### config.mk
export PLATFORM = sky130hd
export DESIGN_NAME = chain_adc_reader
export DESIGN_NICKNAME = d
export VERILOG_FILES = /design/src/rtl/cadc_pkg.sv /design/src/rtl/cadc_rst_sync.sv /design/src/rtl/cadc_rate_timer.sv /design/src/rtl/cadc_seq.sv /design/src/rtl/cadc_capture.sv /design/src/rtl/chain_adc_reader.sv
export SDC_FILE = /design/constraint.sdc
export NUM_CORES = 1
export LEC_CHECK = 0
export BUFFER_PORTS_ARGS = -buffer_cell sky130_fd_sc_hd__buf_2
export CORE_ASPECT_RATIO = 1.25
export CORE_UTILIZATION = 47
export CTS_CLUSTER_DIAMETER = 80
export DETAILED_ROUTE_END_ITERATION = 10
export PLACE_DENSITY = 0.66
export SYNTH_ARGS = -nofsm -noshare
export SYNTH_HDL_FRONTEND = slang
export SYNTH_SLANG_ARGS = --single-unit
### constraint.sdc
create_clock -name clk -period 12.5 [get_ports clk]
set_clock_uncertainty 0.05 [all_clocks]
set_input_delay 2.5 -clock clk [delete_from_list [all_inputs] [get_ports clk]]
set_output_delay 2.5 -clock clk [all_outputs]
set_load 0.03 [all_outputs]
### src/rtl/cadc_pkg.sv
package cadc_pkg;

  typedef enum logic [2:0] {
    ST_IDLE,
    ST_ARM,
    ST_CONV,
    ST_SHIFT,
    ST_FIN,
    ST_HOLD
  } seq_state_e;

endpackage

### src/rtl/cadc_rst_sync.sv
module cadc_rst_sync (
  input  logic clk,
  input  logic rst_n,
  output logic rst_sync_n
);

  logic [1:0] sync_q;

  always_ff @(posedge clk or negedge rst_n) begin
    if (!rst_n) begin
      sync_q <= 2'b00;
    end else begin
      sync_q <= {sync_q[0], 1'b1};
    end
  end

  assign rst_sync_n = sync_q[1];

endmodule

### src/rtl/cadc_rate_timer.sv
module cadc_rate_timer #(
  parameter int RATE_CYC = 1000
) (
  input  logic clk,
  input  logic rst_n,
  input  logic en_i,
  output logic tick_o
);

  localparam int CW = $clog2(RATE_CYC + 1);
  localparam logic [CW-1:0] CNT_LAST = CW'(RATE_CYC - 1);

  logic [CW-1:0] cnt_q, cnt_d;

  always_comb begin
    tick_o = en_i && (cnt_q == CNT_LAST);
    if (!en_i || tick_o) begin
      cnt_d = '0;
    end else begin
      cnt_d = cnt_q + CW'(1);
    end
  end

  always_ff @(posedge clk or negedge rst_n) begin
    if (!rst_n) begin
      cnt_q <= '0;
    end else begin
      cnt_q <= cnt_d;
    end
  end

  generate
    if (RATE_CYC > 1) begin : g_tick_chk
      // requests are spaced, never back to back
      assert_tick_spaced_R10: assert property (@(posedge clk) disable iff (!rst_n)
        tick_o |=> !tick_o);
    end
  endgenerate

endmodule

### src/rtl/cadc_seq.sv
module cadc_seq
  import cadc_pkg::*;
#(
  parameter int NBITS     = 48,
  parameter int SCK_HALF  = 2,
  parameter int CONV_WAIT = 79,
  parameter int CNV_GAP   = 209
) (
  input  logic clk,
  input  logic rst_n,
  input  logic req_i,
  input  logic ack_i,
  output logic cnv_o,
  output logic sck_o,
  output logic sample_o,
  output logic done_o,
  output logic drop_o
);

  localparam int HW = $clog2(SCK_HALF + 1);
  localparam int WW = $clog2(CONV_WAIT + 1);
  localparam int BW = $clog2(NBITS + 1);
  localparam int GW = $clog2(CNV_GAP + 1);
  localparam logic [HW-1:0] HALF_LAST = HW'(SCK_HALF - 1);
  localparam logic [WW-1:0] WAIT_LAST = WW'(CONV_WAIT - 1);
  localparam logic [BW-1:0] BIT_LAST  = BW'(NBITS - 1);
  localparam logic [GW-1:0] GAP_LOAD  = GW'(CNV_GAP - 1);

  seq_state_e    st_q, st_d;
  logic          cnv_q, cnv_d;
  logic          sck_q, sck_d;
  logic          drop_q, drop_d;
  logic [HW-1:0] half_q, half_d;
  logic [WW-1:0] wait_q, wait_d;
  logic [BW-1:0] bit_q, bit_d;
  logic [GW-1:0] gap_q, gap_d;

  always_comb begin
    st_d     = st_q;
    cnv_d    = cnv_q;
    sck_d    = sck_q;
    half_d   = half_q;
    wait_d   = wait_q;
    bit_d    = bit_q;
    gap_d    = (gap_q != '0) ? gap_q - GW'(1) : gap_q;
    drop_d   = req_i && (st_q != ST_IDLE);
    sample_o = 1'b0;
    done_o   = 1'b0;
    unique case (st_q)
      ST_IDLE: begin
        if (req_i) st_d = ST_ARM;
      end
      ST_ARM: begin
        if (gap_q == '0) begin
          cnv_d  = 1'b1;
          gap_d  = GAP_LOAD;
          wait_d = '0;
          st_d   = ST_CONV;
        end
      end
      ST_CONV: begin
        if (wait_q == WAIT_LAST) begin
          half_d = '0;
          bit_d  = '0;
          st_d   = ST_SHIFT;
        end else begin
          wait_d = wait_q + WW'(1);
        end
      end
      ST_SHIFT: begin
        if (half_q == HALF_LAST) begin
          half_d = '0;
          sck_d  = !sck_q;
          if (!sck_q) begin
            sample_o = 1'b1;
          end else if (bit_q == BIT_LAST) begin
            st_d = ST_FIN;
          end else begin
            bit_d = bit_q + BW'(1);
          end
        end else begin
          half_d = half_q + HW'(1);
        end
      end
      ST_FIN: begin
        cnv_d  = 1'b0;
        done_o = 1'b1;
        st_d   = ST_HOLD;
      end
      ST_HOLD: begin
        if (ack_i) st_d = ST_IDLE;
      end
      default: st_d = ST_IDLE;
    endcase
  end

  always_ff @(posedge clk or negedge rst_n) begin
    if (!rst_n) begin
      st_q   <= ST_IDLE;
      cnv_q  <= 1'b0;
      sck_q  <= 1'b0;
      drop_q <= 1'b0;
      half_q <= '0;
      wait_q <= '0;
      bit_q  <= '0;
      gap_q  <= '0;
    end else begin
      st_q   <= st_d;
      cnv_q  <= cnv_d;
      sck_q  <= sck_d;
      drop_q <= drop_d;
      half_q <= half_d;
      wait_q <= wait_d;
      bit_q  <= bit_d;
      gap_q  <= gap_d;
    end
  end

  assign cnv_o  = cnv_q;
  assign sck_o  = sck_q;
  assign drop_o = drop_q;

  // Checker-only counter: cycles since the last conversion start
  logic [GW-1:0] since_q;
  logic          seen_q;
  always_ff @(posedge clk or negedge rst_n) begin
    if (!rst_n) begin
      since_q <= '0;
      seen_q  <= 1'b0;
    end else if (cnv_d && !cnv_q) begin
      since_q <= '0;
      seen_q  <= 1'b1;
    end else if (since_q != GW'(CNV_GAP)) begin
      since_q <= since_q + GW'(1);
    end
  end

  assert_gap_kept_R7: assert property (@(posedge clk) disable iff (!rst_n)
    (cnv_d && !cnv_q) |-> (!seen_q || since_q >= GAP_LOAD));

  assert_sck_quiet_at_cnv_R3: assert property (@(posedge clk) disable iff (!rst_n)
    $rose(cnv_q) |-> !sck_q);

  assert_sck_only_in_frame_R4: assert property (@(posedge clk) disable iff (!rst_n)
    !$stable(sck_q) |-> cnv_q);

  assert_drop_only_busy_R9: assert property (@(posedge clk) disable iff (!rst_n)
    drop_q |-> ($past(st_q) != ST_IDLE));

endmodule

### src/rtl/cadc_capture.sv
module cadc_capture #(
  parameter int NDEV   = 3,
  parameter int WORD_W = 16
) (
  input  logic                   clk,
  input  logic                   rst_n,
  input  logic                   sample_i,
  input  logic                   sdo_i,
  input  logic                   done_i,
  input  logic                   ready_i,
  output logic                   valid_o,
  output logic [NDEV*WORD_W-1:0] data_o
);

  localparam int TOT = NDEV * WORD_W;

  logic [TOT-1:0]                    cap_q, cap_d;
  logic [NDEV-1:0][WORD_W-1:0]       by_dev;
  logic [NDEV-1:0][WORD_W-1:0]       out_q, out_d;
  logic                              valid_q, valid_d;

  // Words arrive last device first; arrival slot a sits at the top of the
  // shift register after the frame, so device k comes from arrival NDEV-1-k.
  generate
    for (genvar k = 0; k < NDEV; k++) begin : g_word
      localparam int ARRIVAL = NDEV - 1 - k;
      localparam int POS     = (NDEV - 1 - ARRIVAL) * WORD_W;
      assign by_dev[k] = cap_q[POS +: WORD_W];
    end
  endgenerate

  always_comb begin
    cap_d   = sample_i ? {cap_q[TOT-2:0], sdo_i} : cap_q;
    out_d   = done_i ? by_dev : out_q;
    valid_d = valid_q;
    if (done_i) begin
      valid_d = 1'b1;
    end else if (valid_q && ready_i) begin
      valid_d = 1'b0;
    end
  end

  always_ff @(posedge clk or negedge rst_n) begin
    if (!rst_n) begin
      cap_q   <= '0;
      out_q   <= '0;
      valid_q <= 1'b0;
    end else begin
      cap_q   <= cap_d;
      out_q   <= out_d;
      valid_q <= valid_d;
    end
  end

  assign valid_o = valid_q;
  assign data_o  = out_q;

  assert_result_held_R8: assert property (@(posedge clk) disable iff (!rst_n)
    (valid_q && !ready_i) |=> (valid_q && $stable(out_q)));

  assert_no_overwrite_R8: assert property (@(posedge clk) disable iff (!rst_n)
    done_i |-> !valid_q);

endmodule

### src/rtl/chain_adc_reader.sv
module chain_adc_reader #(
  parameter int NDEV      = 3,
  parameter int WORD_W    = 16,
  parameter int SCK_HALF  = 2,
  parameter int CONV_WAIT = 79,
  parameter int CNV_GAP   = 209,
  parameter int RATE_CYC  = 1000
) (
  input  logic                   clk,
  input  logic                   rst_n,
  input  logic                   start_i,
  input  logic                   auto_en_i,
  output logic                   cnv_o,
  output logic                   sck_o,
  output logic                   sdi_o,
  input  logic                   sdo_i,
  output logic                   res_valid_o,
  input  logic                   res_ready_i,
  output logic [NDEV*WORD_W-1:0] res_data_o,
  output logic                   start_drop_o
);

  localparam int NBITS = NDEV * WORD_W;

  logic rst_sync_n;
  logic tick;
  logic req;
  logic sample;
  logic done;
  logic ack;

  cadc_rst_sync u_rst (
    .clk        (clk),
    .rst_n      (rst_n),
    .rst_sync_n (rst_sync_n)
  );

  cadc_rate_timer #(.RATE_CYC(RATE_CYC)) u_timer (
    .clk    (clk),
    .rst_n  (rst_sync_n),
    .en_i   (auto_en_i),
    .tick_o (tick)
  );

  assign req   = start_i | tick;
  assign ack   = res_valid_o & res_ready_i;
  assign sdi_o = 1'b0;

  cadc_seq #(
    .NBITS     (NBITS),
    .SCK_HALF  (SCK_HALF),
    .CONV_WAIT (CONV_WAIT),
    .CNV_GAP   (CNV_GAP)
  ) u_seq (
    .clk      (clk),
    .rst_n    (rst_sync_n),
    .req_i    (req),
    .ack_i    (ack),
    .cnv_o    (cnv_o),
    .sck_o    (sck_o),
    .sample_o (sample),
    .done_o   (done),
    .drop_o   (start_drop_o)
  );

  cadc_capture #(.NDEV(NDEV), .WORD_W(WORD_W)) u_cap (
    .clk      (clk),
    .rst_n    (rst_sync_n),
    .sample_i (sample),
    .sdo_i    (sdo_i),
    .done_i   (done),
    .ready_i  (res_ready_i),
    .valid_o  (res_valid_o),
    .data_o   (res_data_o)
  );

endmodule

==> metrics.txt <==
final wirelength=around 10000 µm; worst-path maximum fanout=5; Die ar.=13000 µm²; PwrDens=141 nW/µm²; vias in the first global route=3664; CP endpoint kind=output port; first drt pass iteration count=4; Slew headroom=31.9%; WL per Instance=roughly 15 µm; maximum clock path buffer count=2; Max VDD drop=between 100 and 150 µV; count of routing violations after the opening detailed-route iteration=113; number of remaining DRC errors=0; post-synthesis sequential area ratio=between 50% and 60%; H-tree depth reported by CTS=4; CTS clk-pin slew, worst paths=60 ps; Arr. time, crit path=1090 ps; placed inst area=6300 µm²; Slew Limit Fails=0; largest net degree at the start of global routing=82; Max stage delay on crit path=440 ps; Req. time, crit path=roughly 10000 ps; grt total ovfl=0; leading cell type in the layout, fill and taps excluded=dfrtp_1; Final Hold Viols=0; RSZ-0062 raised after global routing=false; CTS buffer count=17; post-layout util=about 57%; Initial Util=48.4%; final period utilization=29.1%; Cells after Synth=432; die width=102 µm; Mapped Area=around 6000 µm²; Final Cell Area=between 6000 and 7000 µm²; Core ar.=12200 µm²; Synth async-reset ratio=100%; # diodes=0; crit path cell chain=buf_2; Post-CTS Resized=0; main flop type after synthesis=dfrtp_1; Setup Crit Path Kind=flop to output port; Synth Warn #=0; P&R area growth vs syn=17.4%; MaxCap Viol Count=0; Synth Net Count=445; syn_area_per_cell=13.6 µm²; ANT nets after route=0; layout cell share with drive strength beyond 1=39.5%; vias=3505; Tmin final=3640 ps; worst path bufs/invs=1; Post-Route Setup TNS=0 ps; Yosys cell types=64; Setup Buffers After CTS=0; Final nets=506; Final HPWL DP=roughly 6300 µm; Sink Count=approximately 140; number of synthesized flops with an enable pin=0; Hold WS=305 ps; Final setup viols=0; first-pass GRT wire length=17400 µm; CP delay by family, top=flip-flops; gr usage total=17.7%; I/O pins=59; Critical Path Start Type=flop; post-synthesis register bit count=138; later-pin clock latency in the skew report=around 400 ps; Slew @ Worst Pin=around 1000 ps; number of fillers in the final layout=1045; critical path's slowest cell=dfrtp_1; number of cell rows=45; worst hold path class=flop to flop; root buffer cell=clkbuf_16; most frequent cells in the layout=dfrtp_1, mux2_2, buf_2; port bufs=between 50 and 60; initial antenna violation count=0; maximum clock rate=0.275 GHz; # hold bufs at CTS=0; CTS tree=yes; Placer Congestion=0.740; vias per inst=approximately 5.2; status=complete, no violations; Die Ht=127 µm; Lkg Pwr=3.49 nW
==> final timing paths <==
check / to / slack [ps] / cells after the start / startpoint
max in group asynchronous: u_rst.sync_q[1] / 10480 / 1 / rst_n
min in group asynchronous: u_cap.data_o[39] / 470 / 0 / u_rst.sync_q[1]
hold / removal: u_rst.sync_q[1] / 300 / 0 / u_rst.sync_q[0]
hold reg to reg: u_rst.sync_q[1] / 300 / 0 / u_rst.sync_q[0]
setup reg to reg: u_cap.by_dev[26] / 10050 / 4 / u_seq.st_q[0]
setup / recovery: sck_o / 8860 / 1 / u_seq.sck_o
==> Yosys cell counts, types with 2 or more instances <==
cell	count	area [µm²]
mux2_2	93	1050
nand4_1	3	18.8
nand2b_1	6	37.5
nand2_1	19	71.3
nor2b_1	3	18.8
o221ai_1	2	17.5
nor2_1	19	71.3
and3_1	5	31.3
inv_1	15	56.3
or2b_1	2	15.0
o21ai_0	9	45.0
a21o_1	2	15.0
buf_2	9	45.0
nand3_1	11	55.1
nor3_1	5	25.0
a31oi_1	2	12.5
o211ai_1	2	15.0
mux2_1	5	56.3
a211oi_1	3	22.5
and2_1	2	12.5
or3_1	2	12.5
xor2_1	4	35.0
a21oi_1	9	45.0
buf_4	5	37.5
dfrtp_1	138	3450
clkbuf_1	3	11.3
ha_1	7	87.6
conb_1	2	7.51
mux2i_1	4	40.0
xnor2_1	7	61.3
==> where the power goes <==
part	internal (W)	switching, W	total, W
Combinational	0.00000171	0.00000573	0.00000744
Clock	0.000320	0.000190	0.000510
Sequential	0.000448	0.00000553	0.000454
==> cells by family after synthesis <==
group,count (synthesis),synth area share [%]
and+or+nand+nor,94,10.1
buffers and inverters,33,2.74
AOI/OAI and AO/OA,45,5.76
DFF,138,58.7
adders and majority gates,7,1.49
other,2,0.128
muxes,102,19.4
xor gates and xnor gates,11,1.64
==> per-stage QoR <==
step	cells	power, W	setup slack (ps)
2_1_floorplan	432	0.000466	8320
3_3_place_gp	638	0.000470	9240
3_5_place_dp	638	0.000470	9230
4_1_cts	670	0.000986	8840
5_1_grt	670	0.00101	8780
6_report	670	0.000971	8860
==> cell type report <==
type	instances	area (µm²)	share of cell area, %
inverters	15	56.3	0.815
clock buffers	18	439	6.36
repair buffers	60	308	4.45
well taps	164	205	2.97
flip-flops and latches	138	3460	50.0
clock inverters	14	169	2.44
multi-input cells	261	2270	32.9
==> routing by layer <==
metal  GRT usage [%]  vias to the layer above  part of all wire, %
met1            21.2                     1778                   43
met5               0                        -                    0
met3            7.11                       14                  5.6
met4            8.49                        0                  1.5
li1                -                     1653                    -
met2            27.6                       60                   50
==> sequential cells by signal (all words and copies together), names as in the netlist <==
| register | cells |
|---|---|
| u_cap.by_dev | 48 |
| u_cap.data_o | 48 |
| u_cap.valid_o | 1 |
| u_rst.sync_q | 2 |
| u_seq.bit_q | 6 |
| u_seq.cnv_o | 1 |
| u_seq.drop_o | 1 |
| u_seq.gap_q | 8 |
| u_seq.half_q | 2 |
| u_seq.sck_o | 1 |
| u_seq.st_q | 3 |
| u_seq.wait_q | 7 |
| u_timer.cnt_q | 10 |
No activity file was read; power rests on OpenSTA's default activity.
